## src/rtl/sl9_pkg.sv

```systemverilog
package sl9_pkg;

    localparam int PAYLOAD_BITS = 8;
    localparam int WORD_BITS    = PAYLOAD_BITS + 1;
    localparam int GROUP_WORDS  = 8;
    localparam int GRP_W        = $clog2(GROUP_WORDS);
    localparam int PAD_W        = $clog2(GROUP_WORDS + 1);
    localparam int BL_W         = $clog2(WORD_BITS + 1);

    typedef enum logic [2:0] {
        ST_IDLE,
        ST_SHIFT,
        ST_HOLD,
        ST_PAD,
        ST_GAP
    } link_state_t;

endpackage

```

## src/rtl/sl9_bit_timer.sv

```systemverilog
module sl9_bit_timer #(
    parameter int DIV = 4
) (
    input  logic clk,
    input  logic rst_n,
    input  logic run,
    output logic ph_end,
    output logic hi_half
);
    localparam int PH_W    = (DIV > 2) ? $clog2(DIV) : 1;
    localparam int LOW_CYC = DIV / 2;

    logic [PH_W-1:0] ph;

    always_ff @(posedge clk or negedge rst_n) begin
        if (!rst_n) begin
            ph <= '0;
        end else if (!run) begin
            ph <= '0;
        end else if (ph == PH_W'(DIV - 1)) begin
            ph <= '0;
        end else begin
            ph <= ph + 1'b1;
        end
    end

    assign ph_end  = run && (ph == PH_W'(DIV - 1));
    assign hi_half = run && (ph >= PH_W'(LOW_CYC));

    // the phase counter never leaves its period
    a_r3_phase_bound: assert property (@(posedge clk) disable iff (!rst_n)
        ph <= PH_W'(DIV - 1));

endmodule

```

## src/rtl/sl9_word_shifter.sv

```systemverilog
module sl9_word_shifter
    import sl9_pkg::*;
(
    input  logic                    clk,
    input  logic                    rst_n,
    input  logic                    load,
    input  logic                    advance,
    input  logic                    dc,
    input  logic [PAYLOAD_BITS-1:0] data,
    output logic                    bit_out,
    output logic                    last_bit
);
    logic [WORD_BITS-1:0] sh;
    logic [BL_W-1:0]      bits_left;

    always_ff @(posedge clk or negedge rst_n) begin
        if (!rst_n) begin
            sh        <= '0;
            bits_left <= '0;
        end else if (load) begin
            sh        <= {dc, data};
            bits_left <= BL_W'(WORD_BITS);
        end else if (advance) begin
            sh        <= {sh[WORD_BITS-2:0], 1'b0};
            bits_left <= bits_left - 1'b1;
        end
    end

    assign bit_out  = sh[WORD_BITS-1];
    assign last_bit = (bits_left == BL_W'(1));

    // a shift is only requested while bits of the word remain
    a_r2_shift_in_word: assert property (@(posedge clk) disable iff (!rst_n)
        advance |-> (bits_left > BL_W'(1)));

endmodule

```

## src/rtl/sl9_fsm.sv

```systemverilog
module sl9_fsm
    import sl9_pkg::*;
(
    input  logic clk,
    input  logic rst_n,
    input  logic in_valid,
    input  logic emul_mode,
    input  logic flush,
    input  logic ph_end,
    input  logic hi_half,
    input  logic last_bit,
    input  logic bit_out,
    output logic in_ready,
    output logic load,
    output logic advance,
    output logic run,
    output logic cs_n,
    output logic sclk,
    output logic sdo
);
    link_state_t      state, nxt;
    logic [GRP_W-1:0] grp;
    logic [PAD_W-1:0] pad_left;
    logic             flush_pend;
    logic             fl;
    logic             to_pad;

    assign fl = flush | flush_pend;

    always_comb begin
        in_ready = 1'b0;
        unique case (state)
            ST_IDLE:  in_ready = 1'b1;
            ST_SHIFT: in_ready = ph_end && last_bit && !fl;
            ST_HOLD:  in_ready = !fl;
            default:  in_ready = 1'b0;
        endcase
    end

    assign load = in_valid && in_ready;

    always_comb begin
        nxt     = state;
        advance = 1'b0;
        to_pad  = 1'b0;
        unique case (state)
            ST_IDLE: begin
                if (in_valid) nxt = ST_SHIFT;
            end
            ST_SHIFT: begin
                if (ph_end) begin
                    if (!last_bit) begin
                        advance = 1'b1;
                    end else if (fl) begin
                        if (emul_mode && grp != '0) begin
                            nxt    = ST_PAD;
                            to_pad = 1'b1;
                        end else begin
                            nxt = ST_GAP;
                        end
                    end else if (in_valid) begin
                        nxt = ST_SHIFT;
                    end else if (emul_mode && grp != '0) begin
                        nxt = ST_HOLD;
                    end else begin
                        nxt = ST_GAP;
                    end
                end
            end
            ST_HOLD: begin
                if (fl) begin
                    nxt    = ST_PAD;
                    to_pad = 1'b1;
                end else if (in_valid) begin
                    nxt = ST_SHIFT;
                end
            end
            ST_PAD: begin
                if (ph_end && pad_left == PAD_W'(1)) nxt = ST_GAP;
            end
            ST_GAP: begin
                if (ph_end) nxt = ST_IDLE;
            end
            default: nxt = ST_IDLE;
        endcase
    end

    always_ff @(posedge clk or negedge rst_n) begin
        if (!rst_n) begin
            state      <= ST_IDLE;
            grp        <= '0;
            pad_left   <= '0;
            flush_pend <= 1'b0;
        end else begin
            state <= nxt;
            if (load) begin
                grp <= (state == ST_IDLE) ? GRP_W'(1) : grp + 1'b1;
            end
            if (to_pad) begin
                pad_left <= PAD_W'(GROUP_WORDS) - {1'b0, grp};
            end else if (state == ST_PAD && ph_end) begin
                pad_left <= pad_left - 1'b1;
            end
            if (nxt == ST_GAP || nxt == ST_IDLE) begin
                flush_pend <= 1'b0;
            end else if (flush && state != ST_IDLE) begin
                flush_pend <= 1'b1;
            end
        end
    end

    always_comb begin
        run  = (state == ST_SHIFT) || (state == ST_PAD) || (state == ST_GAP);
        cs_n = !((state == ST_SHIFT) || (state == ST_HOLD) || (state == ST_PAD));
        sclk = ((state == ST_SHIFT) || (state == ST_PAD)) && hi_half;
        sdo  = (state == ST_SHIFT) && bit_out;
    end

    // clock stays low outside a burst
    a_r3_sclk_idle_low: assert property (@(posedge clk) disable iff (!rst_n)
        cs_n |-> !sclk);

    // data held while the clock is high
    a_r3_sdo_stable_high: assert property (@(posedge clk) disable iff (!rst_n)
        (sclk && $past(sclk)) |-> $stable(sdo));

    // chip select high for more than one cycle after a burst
    a_r8_gap_min: assert property (@(posedge clk) disable iff (!rst_n)
        $rose(cs_n) |=> cs_n);

    // no item taken in the middle of a word
    a_r4_no_midword_accept: assert property (@(posedge clk) disable iff (!rst_n)
        (state == ST_SHIFT && !last_bit) |-> !in_ready);

    // a held group only resumes, pads or stays held
    a_r5_hold_exit: assert property (@(posedge clk) disable iff (!rst_n)
        (state == ST_HOLD) |=> (state == ST_HOLD || state == ST_SHIFT || state == ST_PAD));

    // pad length lies between 1 and 7 bits
    a_r6_pad_range: assert property (@(posedge clk) disable iff (!rst_n)
        (state == ST_PAD) |-> (pad_left >= PAD_W'(1) && pad_left < PAD_W'(GROUP_WORDS)));

endmodule

```

## src/rtl/sl9_link.sv

```systemverilog
module sl9_link
    import sl9_pkg::*;
#(
    parameter int DIV = 4
) (
    input  logic                    clk,
    input  logic                    rst_n,
    input  logic                    in_valid,
    input  logic                    in_dc,
    input  logic [PAYLOAD_BITS-1:0] in_byte,
    output logic                    in_ready,
    input  logic                    emul_mode,
    input  logic                    flush,
    output logic                    cs_n,
    output logic                    sclk,
    output logic                    sdo
);
    logic ph_end, hi_half, run;
    logic load, advance, bit_out, last_bit;

    sl9_bit_timer #(.DIV(DIV)) u_timer (
        .clk     (clk),
        .rst_n   (rst_n),
        .run     (run),
        .ph_end  (ph_end),
        .hi_half (hi_half)
    );

    sl9_word_shifter u_shift (
        .clk      (clk),
        .rst_n    (rst_n),
        .load     (load),
        .advance  (advance),
        .dc       (in_dc),
        .data     (in_byte),
        .bit_out  (bit_out),
        .last_bit (last_bit)
    );

    sl9_fsm u_fsm (
        .clk       (clk),
        .rst_n     (rst_n),
        .in_valid  (in_valid),
        .emul_mode (emul_mode),
        .flush     (flush),
        .ph_end    (ph_end),
        .hi_half   (hi_half),
        .last_bit  (last_bit),
        .bit_out   (bit_out),
        .in_ready  (in_ready),
        .load      (load),
        .advance   (advance),
        .run       (run),
        .cs_n      (cs_n),
        .sclk      (sclk),
        .sdo       (sdo)
    );

endmodule

```

## config.mk

```make
export PLATFORM = sky130hd
export DESIGN_NAME = sl9_link
export DESIGN_NICKNAME = d
export VERILOG_FILES = /design/src/rtl/sl9_pkg.sv /design/src/rtl/sl9_bit_timer.sv /design/src/rtl/sl9_word_shifter.sv /design/src/rtl/sl9_fsm.sv /design/src/rtl/sl9_link.sv
export SDC_FILE = /design/constraint.sdc
export NUM_CORES = 1
export LEC_CHECK = 0
export BUFFER_PORTS_ARGS = -buffer_cell sky130_fd_sc_hd__buf_2
export CORE_MARGIN = 2
export CORE_UTILIZATION = 39
export CTS_CLUSTER_SIZE = 30
export DETAILED_ROUTE_END_ITERATION = 8
export GPL_ROUTABILITY_DRIVEN = 0
export GPL_TIMING_DRIVEN = 0
export PLACE_DENSITY = 0.61
export SLEW_MARGIN = 20
export SYNTH_ARGS = -nofsm -noshare
export SYNTH_HDL_FRONTEND = slang
export SYNTH_SLANG_ARGS = --single-unit
```

## constraint.sdc

```tcl
create_clock -name clk -period 1.78 [get_ports clk]
set_clock_uncertainty 0.1 [all_clocks]
set_input_delay 0.356 -clock clk [delete_from_list [all_inputs] [get_ports clk]]
set_output_delay 0.356 -clock clk [all_outputs]
set_load 0.01 [all_outputs]
```

======== Word level (Yosys, flattened, before mapping) ========
Index checks and enable logic that the tools add are counted.
operators by class
  add/subtract/negate cells ............... 5
  $lt $le $gt $ge ......................... 1
  equality and inequality tests ........... 8
  multiplexer cells ....................... 32
  bitwise logic cells ..................... 1
  reduce and logical (&&, ||, !) cells .... 25
operator list
  cell                                                                number
  3-bit 2-to-1 mux                                                    11
  9-bit 2-to-1 mux                                                    2
  4-bit 2-to-1 mux                                                    4
  3-bit one-hot mux with 5 select lines                               1
  1-bit logical AND                                                   11
  1-bit 2-to-1 mux                                                    10
  4-bit by 1-bit == test with 1-bit output, second input constant     2
  4-bit by 1-bit subtractor with 4-bit output, second input constant  2
  3-bit by 2-bit == test with 1-bit output, second input constant     2
  3-bit == test, second input constant                                2
  3-bit logical NOT                                                   2
  2-bit nonzero test                                                  3
  3-bit nonzero test                                                  2
  1-bit logical OR                                                    5
  2-bit 2-to-1 mux                                                    2
  4-bit by 3-bit subtractor with 4-bit output, first input constant   1
  3-bit by 1-bit adder with 3-bit output, second input constant       1
  3-bit by 1-bit == test with 1-bit output, second input constant     1
  1-bit one-hot mux with 3 select lines                               1
  2-bit by 1-bit adder with 2-bit output, second input constant       1
  2-bit == test, second input constant                                1
  2-bit >= comparator, second input constant                          1
  1-bit logical NOT                                                   2
  1-bit one-hot mux with 2 select lines                               1
  1-bit bitwise OR                                                    1
word-level totals
  bits in registers ....................... 26

======== Depth between registers and ports, before layout ========
  depth in word-level cells ............... 11
  gate-level depth with buffers ........... 7
  mapped depth without buffers ............ 7

======== Modules after synthesis ========
Synthesis repeated with hierarchy kept, for this count alone.
unflattened totals
  cells, all modules ...................... 164
  area total of the unflattened synthesis .. 1645.3 µm²
modules (own cells, without submodules)
  module            times used  cells each  area an instance (µm²)
  sl9_fsm           1           94          859.6
  sl9_word_shifter  1           61          674.4
  sl9_bit_timer     1           9           111.4

======== Worst setup path before layout ========
No wires, ideal clock.
  path type ............................... register to register
  start ................................... reg u_shift.bits_left[1]
  end ..................................... reg u_fsm.flush_pend
  arrival time ............................ 1.728 ns
  required time ........................... 1.549 ns
  setup slack ............................. -0.179 ns
  cell stages (with the launch flop) ...... 8
  path buffers ............................ 1
  period minus slack after synthesis ...... 1.959 ns
  path through ............................ dfrtp_1 -> inv_1 -> ha_1 -> or3b_4 -> buf_6 -> a2111o_1 -> a22oi_2 -> a31oi_1
between the ends
  word-level cells in the longest chain between the ends .. 7
  elaborated cells on any way between the ends .. 9
  classes of those cells .................. eq/ne (2); mux (4); reduce/logical (3)
RTL lines
  item                                                           line                    source
  start, declared                                                sl9_word_shifter.sv:14  logic [BL_W-1:0] bits_left;
  start signal, assigned                                         sl9_word_shifter.sv:22  bits_left <= BL_W'(WORD_BITS);
  start signal, assigned                                         sl9_word_shifter.sv:25  bits_left <= bits_left - 1'b1;
  4-bit by 1-bit == test with 1-bit output *                     sl9_word_shifter.sv:30  assign last_bit = (bits_left == BL_W'(1));
  3-bit 2-to-1 mux *                                             sl9_fsm.sv:52           if (!last_bit) begin
  3-bit 2-to-1 mux *                                             sl9_fsm.sv:51           if (ph_end) begin
  3-bit one-hot mux with 5 select lines *                        sl9_fsm.sv:46           unique case (state)
  3-bit == test / 3-bit logical NOT (equally long branches)      sl9_fsm.sv:104          if (nxt == ST_GAP || nxt == ST_IDLE) begin
  1-bit logical OR *                                             sl9_fsm.sv:104
  1-bit 2-to-1 mux / 2-bit nonzero test (equally long branches)  -
  end signal, assigned                                           sl9_fsm.sv:93           flush_pend <= 1'b0;
  end signal, assigned                                           sl9_fsm.sv:105          flush_pend <= 1'b0;
  end signal, assigned                                           sl9_fsm.sv:107          flush_pend <= 1'b1;
  end, declared                                                  sl9_fsm.sv:24           logic flush_pend;
Mark *: on every way between the ends. The rest lies on a longest branch, timed or not.
A chain may end at the register's enable or synchronous reset.

======== Worst setup path in the final report ========
Ends and elaborated chain as after synthesis.

==> metrics <==
first-pass GRT wire length 6.30 mm; drt wl/cell 16.7 um; metal3 WL 157 um; WP data required 1.83 ns; Final Worst Setup Slack -0.241 ns; post-synthesis register bit count 26; Net Sw Frac 0.398; Clock Tree Root clkbuf_8; setup TNS -2.47 ns; hold_buf cts 0; failing checks negative hold slack, negative setup slack; Slew headroom 0.592; dpl hpwl 2.37 mm; P_int 2.07 mW; synth top area cells dfrtp_1 (42%), ha_1 (7.3%), a221o_1 (4.5%); Setup Crit Path Kind flop to flop; clk_lat worst skew 0.27 ns; status complete, but fails checks; commonest cells after routing, fill and taps aside dfrtp_1 (25), buf_4 (22), buf_2 (17), buf_6 (13); uppermost layer routed met4; worst min path class input port to async pin; arrival time worst endpoint 2.07 ns; syn_nets 173; leak pwr 1.02 nW; Inserted Clock Buffers 3; Antenna diodes 0; final hold slack -0.0193 ns; Worst-path clk slew 0.09 ns; area leader, netlist dfrtp_1; CTS tree done; share of layout cells above drive strength 1 0.542; Die Area 4470 um2; Remaining Overflow, GRT 0; most common cell after layout, fill and taps aside dfrtp_1; GRT Total Usage 0.189; CORE AREA 3740 um2; maximum VDD drop 635 uV; crit end category flop; H-tree depth 1; via count 1396; Critical Path Source Type flop; DR vias/cell 5.61; final slew viol count 0; Initial Util 0.412; Port Buffers 17; final core occ 0.599; met2 wire length 2.01 mm; Rows 22; die height 66.9 um; Syn-to-layout area delta 45.4%; fin nets 225; share of synthesized flip-flops with an asynchronous set or reset 1.00; worst-path fanout max 3; Net Switching 1.37 mW; Max Cap Viol 0; post-synth cell types 50; Fin. Hold Viols 26; sequential fraction of the synthesis area 0.422; Post-Syn Area 1540 um2; yosys warns 0; Synth Instances 150; period utilisation layout 1.14; Most used DFF post-synth dfrtp_1; share of the synthesized area in the top cell type 0.422; DRC errors left 0; Post-Route WL 4.15 mm; initial antenna violation count 0; vias in the first global route 1347; largest net degree at the start of global routing 27; wire length on met1 1.85 mm; Combinational Power Share 0.573; clock sink total 26; DR pass1 iterations 4; Power, Total 3.43 mW; I/O pins 18; power share of the sequential group 0.313; Final setup viols 22; syn avg cell area 10.3 um2; pre-CTS WS -0.268 ns; Die Wd 66.9 um; fin crit period 2.02 ns; antenna viol nets, final 0; pin slew with the least headroom to its limit 0.612 ns; Post-synth EDFFs 0; PwrDens 1530 nW/um2; Clock power frac 0.114; Iteration-0 DRC Markers 70; Bufs on Longest Clock Path 2; fmax 495 MHz; RSZ-0062 raised after global routing true
-- routing by layer --
metal  GRT usage  vias up
met5           0        -
met4      0.0689        0
met3      0.0253       14
met2       0.314       38
met1       0.249      692
li1            -      652
-- critical path, cell delays in order, from the launching register on --
cell and delay, ns:
dfrtp_1 0.40, inv_2 0.09, ha_4 0.13, or3b_4 0.38, buf_6 0.14, a2111o_1 0.36, a22oi_2 0.20, a31oi_1 0.11
-- cells in the mapped netlist, types with 2 or more instances --
cell     count
a21o_1       2
a21oi_1      4
a21oi_2      3
a221o_1      7
a31oi_1      3
and3_1       8
buf_2        2
buf_6        2
dfrtp_1     26
ha_1         9
inv_1       11
mux2i_1      3
nand2_1      7
nand3_1      5
nand4_1      2
nor2_1       9
nor2b_1      3
nor3_1       3
o21ai_1      3
o31ai_1      4
xnor2_1      4
xor2_1       2
-- sequential cells by signal, indices dropped and copies added, names as in the netlist --
signal	flops
u_fsm.flush_pend	1
u_shift.sh	9
u_fsm.state	3
u_fsm.grp	3
u_shift.bits_left	4
u_fsm.pad_left	4
u_timer.ph	2
-- area by class of cell --
class | instances | area [um2]
fillers | 329 | 1500
multi-input cells | 107 | 1030
flip-flops and latches | 26 | 652
repair buffers | 48 | 352
well taps | 48 | 60.1
clock buffers | 4 | 55.1
plain buffers | 5 | 50.0
inverters | 11 | 41.3
-- power by group through the flow --
stage / registers, mW / logic [mW] / clock network (mW)
2_1_floorplan: 0.990 / 0.991 / 0
3_3_place_gp: 1.03 / 1.24 / 0
3_5_place_dp: 1.04 / 1.27 / 0
4_1_cts: 1.04 / 1.56 / 0.399
5_1_grt: 1.10 / 2.15 / 0.427
6_report: 1.07 / 1.97 / 0.392
-- kinds of logic (layout without fill, tap and decap cells) --
kind of cell	count (synthesis)	after routing	share of synthesized area
AOI/OAI and AO/OA	34	34	0.172
xor gates and xnor gates	6	6	0.0341
adders and majority gates	9	9	0.0731
buffers and inverters	17	68	0.0552
DFF	26	26	0.422
muxes	6	6	0.0438
and+or+nand+nor	52	52	0.200
-- through the flow --
stage,cells,cell area [um2]
2_1_floorplan,150,1570
3_3_place_gp,215,1720
3_5_place_dp,215,1720
4_1_cts,234,2000
5_1_grt,249,2240
6_report,249,2240
-- repair_timing --
action | 4_1_cts | 5_1_grt
setup buffers | 15 | 16
hold endpoints to repair | 0 | 0
resized for setup | 26 | 37
pin swaps | 6 | 7
setup endpoints to repair | 24 | 27
cloned | 1 | 1
-- path summary, 6_finish.rpt --
path	to	slack, ns	from	depth (start not counted)
max reg2reg	u_fsm.flush_pend$_DFFE_PN0P_	-0.24	u_shift.bits_left[1]$_DFFE_PN0P_	7
max	u_fsm.flush_pend$_DFFE_PN0P_	-0.24	u_shift.bits_left[1]$_DFFE_PN0P_	7
max in group asynchronous	u_fsm.state[0]$_DFF_PN0_	1.17	rst_n	1
min	u_fsm.pad_left[0]$_DFFE_PN0P_	-0.02	rst_n	1
min in group clk	u_shift.sh[7]$_DFFE_PN0P_	0.21	in_byte[7]	2
min reg2reg	u_fsm.grp[2]$_DFFE_PN0P_	0.40	u_fsm.grp[2]$_DFFE_PN0P_	1
Power figures use the tool's default switching activity.
